File: config.mk
export PLATFORM = sky130hd
export DESIGN_NAME = cardclk_div
export DESIGN_NICKNAME = d
export VERILOG_FILES = /design/src/rtl/cardclk_div_pkg.sv /design/src/rtl/cardclk_div_cfg.sv /design/src/rtl/cardclk_div_halfcnt.sv /design/src/rtl/cardclk_div_fsm.sv /design/src/rtl/cardclk_div.sv
export SDC_FILE = /design/constraint.sdc
export NUM_CORES = 1
export LEC_CHECK = 0
export BUFFER_PORTS_ARGS = -buffer_cell sky130_fd_sc_hd__buf_2
export CAP_MARGIN = 15
export CORE_MARGIN = 1.5
export CORE_UTILIZATION = 35
export CTS_CLUSTER_DIAMETER = 50
export DETAILED_ROUTE_END_ITERATION = 10
export PLACE_DENSITY_LB_ADDON = 0.08
export SYNTH_ARGS = -nofsm -noshare
export SYNTH_HDL_FRONTEND = slang
export SYNTH_HIERARCHICAL = 1
export SYNTH_SLANG_ARGS = --single-unit
File: constraint.sdc
create_clock -name clk_i -period 5.2 [get_ports clk_i]
set_clock_uncertainty 0.1 [all_clocks]
set_input_delay 0.26 -clock clk_i [delete_from_list [all_inputs] [get_ports clk_i]]
set_output_delay 0.26 -clock clk_i [all_outputs]
set_load 0.01 [all_outputs]
File: src/rtl/cardclk_div_pkg.sv
package cardclk_div_pkg;

    // Divider state machine encoding
    typedef enum logic [1:0] {
        ST_OFF  = 2'd0,
        ST_LOW  = 2'd1,
        ST_HIGH = 2'd2,
        ST_BYP  = 2'd3
    } div_state_e;

endpackage

File: src/rtl/cardclk_div_cfg.sv
module cardclk_div_cfg #(
    parameter int DATA_W   = 32,
    parameter int CODE_W   = 4,
    parameter int CODE_LSB = 16,
    parameter int EN_BIT   = 24,
    parameter int MAX_CODE = 8
) (
    input  logic              clk_i,
    input  logic              rst_ni,
    input  logic              we_i,
    input  logic [DATA_W-1:0] wdata_i,
    input  logic              strap_i,
    output logic              en_o,
    output logic [CODE_W-1:0] code_o,
    output logic              ok_o
);

    localparam logic [CODE_W-1:0] BYP_CODE = '1;
    localparam logic [DATA_W-1:0] USED_MASK =
        (DATA_W'(1) << EN_BIT) | (DATA_W'((1 << CODE_W) - 1) << CODE_LSB);

    logic [CODE_W-1:0] field_w;
    logic              legal_w;
    logic              unused_wbits;

    assign field_w      = wdata_i[CODE_LSB +: CODE_W];
    assign legal_w      = (field_w <= CODE_W'(MAX_CODE)) ||
                          ((field_w == BYP_CODE) && strap_i);
    assign unused_wbits = ^(wdata_i & ~USED_MASK);

    always_ff @(posedge clk_i or negedge rst_ni) begin
        if (!rst_ni) begin
            en_o   <= 1'b0;
            code_o <= '0;
            ok_o   <= 1'b1;
        end else if (we_i) begin
            en_o <= wdata_i[EN_BIT];
            ok_o <= legal_w;
            if (legal_w) begin
                code_o <= field_w;
            end
        end
    end

endmodule

File: src/rtl/cardclk_div_halfcnt.sv
module cardclk_div_halfcnt #(
    parameter int CODE_W   = 4,
    parameter int MAX_CODE = 8,
    parameter int CNT_W    = 9
) (
    input  logic              clk_i,
    input  logic              rst_ni,
    input  logic              clr_i,
    input  logic [CODE_W-1:0] code_i,
    output logic              wrap_o,
    output logic              zero_o,
    output logic [CNT_W-1:0]  cnt_o
);

    logic [CNT_W-1:0] limit_w;
    logic [CNT_W-1:0] cnt_q;

    // Half-period minus one for the selected power of two
    always_comb begin
        if (code_i <= CODE_W'(MAX_CODE)) begin
            limit_w = (CNT_W'(1) << code_i) - CNT_W'(1);
        end else begin
            limit_w = '0;
        end
    end

    assign wrap_o = (cnt_q == limit_w);
    assign zero_o = (cnt_q == '0);
    assign cnt_o  = cnt_q;

    always_ff @(posedge clk_i or negedge rst_ni) begin
        if (!rst_ni) begin
            cnt_q <= '0;
        end else if (clr_i || wrap_o) begin
            cnt_q <= '0;
        end else begin
            cnt_q <= cnt_q + CNT_W'(1);
        end
    end

endmodule

File: src/rtl/cardclk_div_fsm.sv
module cardclk_div_fsm
    import cardclk_div_pkg::*;
#(
    parameter int CODE_W = 4
) (
    input  logic              clk_i,
    input  logic              rst_ni,
    input  logic              en_i,
    input  logic [CODE_W-1:0] pend_code_i,
    input  logic              wrap_i,
    input  logic              zero_i,
    output div_state_e        state_o,
    output logic [CODE_W-1:0] act_code_o,
    output logic              cnt_clr_o,
    output logic              div_clk_o,
    output logic              tick_o
);

    localparam logic [CODE_W-1:0] BYP_CODE = '1;

    div_state_e        state_q, state_d;
    logic [CODE_W-1:0] act_q, act_d;
    logic              pend_byp_w;

    assign pend_byp_w = (pend_code_i == BYP_CODE);

    // Next-state and ratio-load decision
    always_comb begin
        state_d = state_q;
        act_d   = act_q;
        unique case (state_q)
            ST_OFF: begin
                if (en_i) begin
                    act_d   = pend_code_i;
                    state_d = pend_byp_w ? ST_BYP : ST_LOW;
                end
            end
            ST_LOW: begin
                if (!en_i) begin
                    state_d = ST_OFF;
                end else if (wrap_i) begin
                    state_d = ST_HIGH;
                end
            end
            ST_HIGH: begin
                if (wrap_i) begin
                    if (!en_i) begin
                        state_d = ST_OFF;
                    end else begin
                        act_d   = pend_code_i;
                        state_d = pend_byp_w ? ST_BYP : ST_LOW;
                    end
                end
            end
            ST_BYP: begin
                if (!en_i) begin
                    state_d = ST_OFF;
                end else if (!pend_byp_w) begin
                    act_d   = pend_code_i;
                    state_d = ST_LOW;
                end
            end
            default: state_d = ST_OFF;
        endcase
    end

    // State register
    always_ff @(posedge clk_i or negedge rst_ni) begin
        if (!rst_ni) begin
            state_q <= ST_OFF;
            act_q   <= '0;
        end else begin
            state_q <= state_d;
            act_q   <= act_d;
        end
    end

    // Outputs decoded from registered state only
    always_comb begin
        div_clk_o = (state_q == ST_HIGH);
        tick_o    = ((state_q == ST_HIGH) && zero_i) || (state_q == ST_BYP);
        cnt_clr_o = (state_q == ST_OFF) || (state_q == ST_BYP);
    end

    assign state_o    = state_q;
    assign act_code_o = act_q;

endmodule

File: src/rtl/cardclk_div.sv
module cardclk_div
    import cardclk_div_pkg::*;
#(
    parameter int DATA_W   = 32,
    parameter int CODE_W   = 4,
    parameter int CODE_LSB = 16,
    parameter int EN_BIT   = 24,
    parameter int MAX_CODE = 8
) (
    input  logic              clk_i,
    input  logic              rst_ni,
    input  logic              cfg_we_i,
    input  logic [DATA_W-1:0] cfg_wdata_i,
    input  logic              bypass_ok_i,
    output logic              clk_en_o,
    output logic              clk_div_o,
    output logic              ratio_ok_o
);

    localparam int CNT_W = MAX_CODE + 1;

    logic              en_w;
    logic [CODE_W-1:0] pend_code_w;
    logic [CODE_W-1:0] act_code_w;
    logic              wrap_w;
    logic              zero_w;
    logic              cnt_clr_w;
    logic [CNT_W-1:0]  cnt_w;
    div_state_e        state_w;

    cardclk_div_cfg #(
        .DATA_W   (DATA_W),
        .CODE_W   (CODE_W),
        .CODE_LSB (CODE_LSB),
        .EN_BIT   (EN_BIT),
        .MAX_CODE (MAX_CODE)
    ) u_cfg (
        .clk_i   (clk_i),
        .rst_ni  (rst_ni),
        .we_i    (cfg_we_i),
        .wdata_i (cfg_wdata_i),
        .strap_i (bypass_ok_i),
        .en_o    (en_w),
        .code_o  (pend_code_w),
        .ok_o    (ratio_ok_o)
    );

    cardclk_div_halfcnt #(
        .CODE_W   (CODE_W),
        .MAX_CODE (MAX_CODE),
        .CNT_W    (CNT_W)
    ) u_cnt (
        .clk_i  (clk_i),
        .rst_ni (rst_ni),
        .clr_i  (cnt_clr_w),
        .code_i (act_code_w),
        .wrap_o (wrap_w),
        .zero_o (zero_w),
        .cnt_o  (cnt_w)
    );

    cardclk_div_fsm #(
        .CODE_W (CODE_W)
    ) u_fsm (
        .clk_i       (clk_i),
        .rst_ni      (rst_ni),
        .en_i        (en_w),
        .pend_code_i (pend_code_w),
        .wrap_i      (wrap_w),
        .zero_i      (zero_w),
        .state_o     (state_w),
        .act_code_o  (act_code_w),
        .cnt_clr_o   (cnt_clr_w),
        .div_clk_o   (clk_div_o),
        .tick_o      (clk_en_o)
    );

endmodule

# ---- Word-level counts from Yosys, hierarchy flattened
# Index checks and enable logic that the tools add are counted.
dict set report word_totals {
  ff_bits 21
  output_inout_bits 3
}
dict set report op_classes {
  eq_ne 12
  n_lt_le_gt_ge 2
  shift 1
  muxes 16
  addsub 2
  reduce_logical 12
}
# cell count
set op_table {}
lappend op_table {{9-bit two-way mux} 2}
lappend op_table {{2-bit two-way mux} 8}
lappend op_table {{4-bit two-way mux} 4}
lappend op_table {{4-bit one-hot mux with 3 select lines} 1}
lappend op_table {{9-bit by 1-bit adder with 9-bit output, second input constant} 1}
lappend op_table {{9-bit == test} 1}
lappend op_table {{9-bit zero test} 1}
lappend op_table {{1-bit by 4-bit left shift with 9-bit output, first input constant} 1}
lappend op_table {{9-bit by 2-bit subtractor with 9-bit output, second input constant} 1}
lappend op_table {{4-bit == test, second input constant} 2}
lappend op_table {{4-bit <= comparator, second input constant} 2}
lappend op_table {{2-bit one-hot mux with 4 select lines} 1}
lappend op_table {{4-bit AND reduction} 2}
lappend op_table {{2-bit != test, second input constant} 3}
lappend op_table {{3-bit != test, second input constant} 2}
lappend op_table {{2-bit == test, second input constant} 2}
lappend op_table {{1-bit logical OR} 4}
lappend op_table {{3-bit nonzero test} 1}
lappend op_table {{2-bit by 1-bit == test with 1-bit output, second input constant} 1}
lappend op_table {{1-bit logical AND} 2}
lappend op_table {{2-bit zero test} 1}
lappend op_table {{2-bit by 1-bit != test with 1-bit output, second input constant} 1}
lappend op_table {{2-bit AND reduction} 1}

# ---- Longest topological paths before layout
dict set report logic_depth {
  ltp_word 7
  depth_mapped 14
}

# ---- By module
# The synthesis kept the hierarchy.
# mod seq_area_each_um2 cells_per_inst n_inst area_each_um2
set modules_own_cells {}
lappend modules_own_cells {cardclk_div_halfcnt 225.2 105 1 918.4}
lappend modules_own_cells {cardclk_div_fsm 150.1 36 1 390.4}
lappend modules_own_cells {cardclk_div_cfg 151.4 27 1 280.3}

# ---- Worst setup path after synthesis
# OpenSTA, ideal clock, no wires.
dict set report synth_timing {
  path_kind {reg-to-reg}
  from {register u_fsm.act_q[0] (netlist: u_fsm/act_code_o[0])}
  to {register u_fsm.state_q[1] (netlist: u_fsm/state_o[1])}
  setup_time_ns 0.128
  arrival_time_ns 3.333
  stages_incl_launch_ff 15
  synth_period_minus_slack_ns 3.560
  slack_ns 1.640
  path_cell_list {dfrtp_1 -> buf_6 -> or3_4 -> buf_6 -> or2_2 -> ha_1 -> nand2b_1 -> nor2_1 -> or4_4 -> and2_1 -> and4bb_1 -> nand2b_1 -> o221ai_1 -> a31oi_1 -> mux2_1}
}
dict set report synth_via {
  elab_chain_cells 6
  word_cells_on_any_way 8
  classes_between {1 x add/sub; 1 x order compare; 3 x eq/ne; 1 x shift; 1 x mux; 1 x reduce/logical}
}
# element line_no
set synth_rtl {}
lappend synth_rtl {{start, declared} cardclk_div_fsm.sv:22} ;# logic [CODE_W-1:0] act_q, act_d;
lappend synth_rtl {{start signal, assigned} cardclk_div_fsm.sv:74} ;# act_q <= act_d;
lappend synth_rtl {{1-bit by 4-bit left shift with 9-bit output} cardclk_div_halfcnt.sv:21} ;# limit_w = (CNT_W'(1) << code_i) - CNT_W'(1);
lappend synth_rtl {{9-bit by 2-bit subtractor with 9-bit output} cardclk_div_halfcnt.sv:21}
lappend synth_rtl {{9-bit two-way mux *} cardclk_div_halfcnt.sv:20} ;# if (code_i <= CODE_W'(MAX_CODE)) begin
lappend synth_rtl {{9-bit == test *} cardclk_div_halfcnt.sv:27} ;# assign wrap_o = (cnt_q == limit_w);
lappend synth_rtl {{net wrap_w} cardclk_div.sv:25} ;# logic wrap_w;
lappend synth_rtl {{3-bit != test (no line) / 2-bit by 1-bit != test with 1-bit output (equally long branches)} --}
lappend synth_rtl {{4-bit AND reduction (no line) *} --}
lappend synth_rtl {{end signal, assigned} cardclk_div_fsm.sv:73} ;# state_q <= state_d;
lappend synth_rtl {{end, declared} cardclk_div_fsm.sv:21} ;# div_state_e state_q, state_d;
# Mark *: on every way through the listed nets, which the timed path passes. The rest lies on a longest branch.
# A chain may end at the register's enable or synchronous reset.

# ---- Worst setup path after layout
# Ends and elaborated chain as after synthesis.

==> flow_summary.toml <==
[critical_path]
rr_startpoint = "u_fsm/act_code_o[0]"
startpoint_type = "flip-flop"
crit_fanout = 11
r2r_cells = 12
cp.required_ns = 5.24
reg2reg_slack_ns = 1.29
r2r_end = "u_fsm/state_o[1]"
critical_path_class = "flip-flop to flip-flop"
worst_ep_arrival_time_ns = 3.95
cp-end-kind = "flip-flop"

[final_layout]
fin_nets = 221
instances_no_fill = 228
utilization = 0.3934
syn_to_final_growth_pct = 7.795
antenna_cells = 0
final_common_cell = "dfrtp_1"
most-common-layout-cells = "dfrtp_1 (20), inv_1 (12), buf_2 (11), nor2_1 (10)"
drive_above_1_share = 0.1761

[synth]
synth_cell_type_count = 55
synthArstFlopShare = 1.000
ys_seq_area_frac = 0.3315
synthesis.area_um2 = 1589
ys_warn_count = 6
synth_nets = 212
synth.avg_cell_area_um2 = 9.458
synth_top_flop_cell = "dfrtp_1"
syn_inst = 168
synth-edff-count = 0
yosys_register_bits = 21

[placed_design]
dp_hpwl_mm = 2.548
post-place-cells = 223
place_congestion = 0.8228
portBuffers = 11

[clocking]
ctsHoldBuffers = 1
cts-buffers-inserted = 3
cts_sinks = 21
cts_tree = "yes"
root_buffer = "clkbuf_8"
clk_path_buf_depth = 2
post_cts_resized = 0
clk_pin_slew_ns = 0.08
postCtsSetupRepairBufs = 0
insertion_delay_ns = 0.26
htreeDepth = 1

[global_route]
grt_overflow = 0
grt_pass1_wl_mm = 5.768
grt_use_total = 0.1446
antenna_found_initial = 0
grt_max_degree = 22
grt_pass1_vias = 1219

[floorplan]
die_x_um = 70.38
num_rows = 24
dieArea_um2 = 4953
top_level_ports = 39
die_h_um = 70.38
initial_utilization = 0.3649
core_area_um2 = 4354

[timing]
fin_crit_ns = 3.909
rsz0062_at_grt = "no"
setup_tns_ns = 0
hold_viol_final = 0
setup_viol = 0
timing.fmax_ghz = 0.2558
relSlewSlack = 0.5496
slew_violations = 0
worstMarginPinSlew_ns = 0.6755
period_share = 0.7518

[routing]
vias_per_cell = 5.434
vias = 1239
wl_mm = 3.394
drcViolationCount = 0
firstDrtPassIters = 3
wl_per_cell_um = 14.89
drtIter0Drc = 41
postRouteAntennaNets = 0

[flow_run]
cap_violations = 0

[min_path]
holdPathEnd = "u_cfg/ok_o"
hold_path.class = "input pin to flip-flop"
hp-start = "cfg_wdata_i[19]"
holdPathStages = 2

[pwr]
peakVddDrop_v = 0.0001467
p_per_area_nw_per_um2 = 528.5
leakagePower_nw = 0.7290
power_mw = 0.9052

[status]
status = "completed"
how the worst max path moves through the flow:
stage	to	cells past startpoint	from	slack, ns
finish	u_fsm/state_o[1]	12	u_fsm/act_code_o[0]	1.29
global route	u_fsm/state_o[1]	12	u_fsm/act_code_o[0]	1.09
CTS	u_fsm/state_o[1]	12	u_fsm/act_code_o[0]	1.33
detailed placement	u_fsm/state_o[1]	12	u_fsm/act_code_o[0]	1.35
global placement	u_fsm/state_o[1]	12	u_fsm/act_code_o[0]	1.44
floorplan	u_fsm/state_o[1]	14	u_fsm/act_code_o[0]	1.64
critical path, cell delays in order, from the launching register on:
cell and delay [ns]:
dfrtp_1 0.51, or3_4 0.48, or2_2 0.29, ha_1 0.26, nand2b_1 0.14, nor2_1 0.08
or4_4 0.53, and2_1 0.18, and4bb_1 0.31, nand2b_1 0.15, o221ai_1 0.16, a31oi_1 0.26
mux2_1 0.35
layer usage:
layer | vias up | part of all wire | global-route usage
li1 | 626 | - | -
met1 | 599 | 0.49 | 0.1903
met2 | 12 | 0.48 | 0.2495
met3 | 2 | 0.017 | 0.01299
met4 | 0 | 0.0077 | 0.04487
met5 | - | 0 | 0
layout make-up:
class,instances,area (um^2)
clock buffers,4,45.04
fillers,455,2641
inverters,12,45.04
multi-input cells,127,965.9
flip-flops and latches,21,526.8
well taps,52,65.06
repair buffers,12,65.06
cells by family after synthesis:
group | count (synthesis) | synth area share
multiplexers | 10 | 0.06850
AND/OR/NAND/NOR | 57 | 0.2260
flip-flops | 21 | 0.3315
AO/OA/AOI/OAI | 42 | 0.1953
adder cells (fa/ha/maj) | 8 | 0.06299
XOR/XNOR | 10 | 0.05512
buffers and inverters | 20 | 0.06063
per-stage QoR:
step                      setup WS, ns  area (um^2)  hold WS (ns)
after floorplan                  1.640         1589       -0.1356
after global placement           1.437         1658        0.1340
after detailed placement         1.348         1658        0.1511
after CTS                        1.332         1713        0.1071
after global routing             1.085         1713        0.1308
final                            1.291         1713        0.1134
report_power, final:
part | total [mW] | internal (mW) | switching [mW] | leakage [nW]
registers | 0.270 | 0.198 | 0.0712 | 0.272
clock network | 0.105 | 0.0545 | 0.0508 | 0.0228
logic | 0.530 | 0.239 | 0.291 | 0.434
total | 0.905 | 0.492 | 0.413 | 0.729
sequential cells by signal, summed over array words and instances, names as in the netlist:
register and cells:
u_cfg/code_o 4, u_cfg/ok_o 1, u_fsm/state_o 2, u_cfg/en_o 1, u_fsm/act_code_o 4, u_cnt/cnt_o 9
synthesized netlist by cell type, drive strengths merged, types with 2 or more instances:
cell	n	area share
dfrtp	20	0.31
inv	12	0.028
a21oi	10	0.036
nor2	10	0.024
o21ai	9	0.028
a211oi	8	0.038
ha	8	0.063
mux2	7	0.050
nand2b	7	0.028
xnor2	7	0.039
buf	6	0.028
nand2	6	0.014
nand3	6	0.019
a22o	3	0.017
a31oi	3	0.012
mux2i	3	0.019
or2	3	0.012
or3	3	0.015
or3b	3	0.017
xor2	3	0.017
and2	2	0.0079
and3	2	0.0079
and4b	2	0.013
clkbuf	2	0.0047
nor3	2	0.0094
Power figures use the tool's default switching activity.
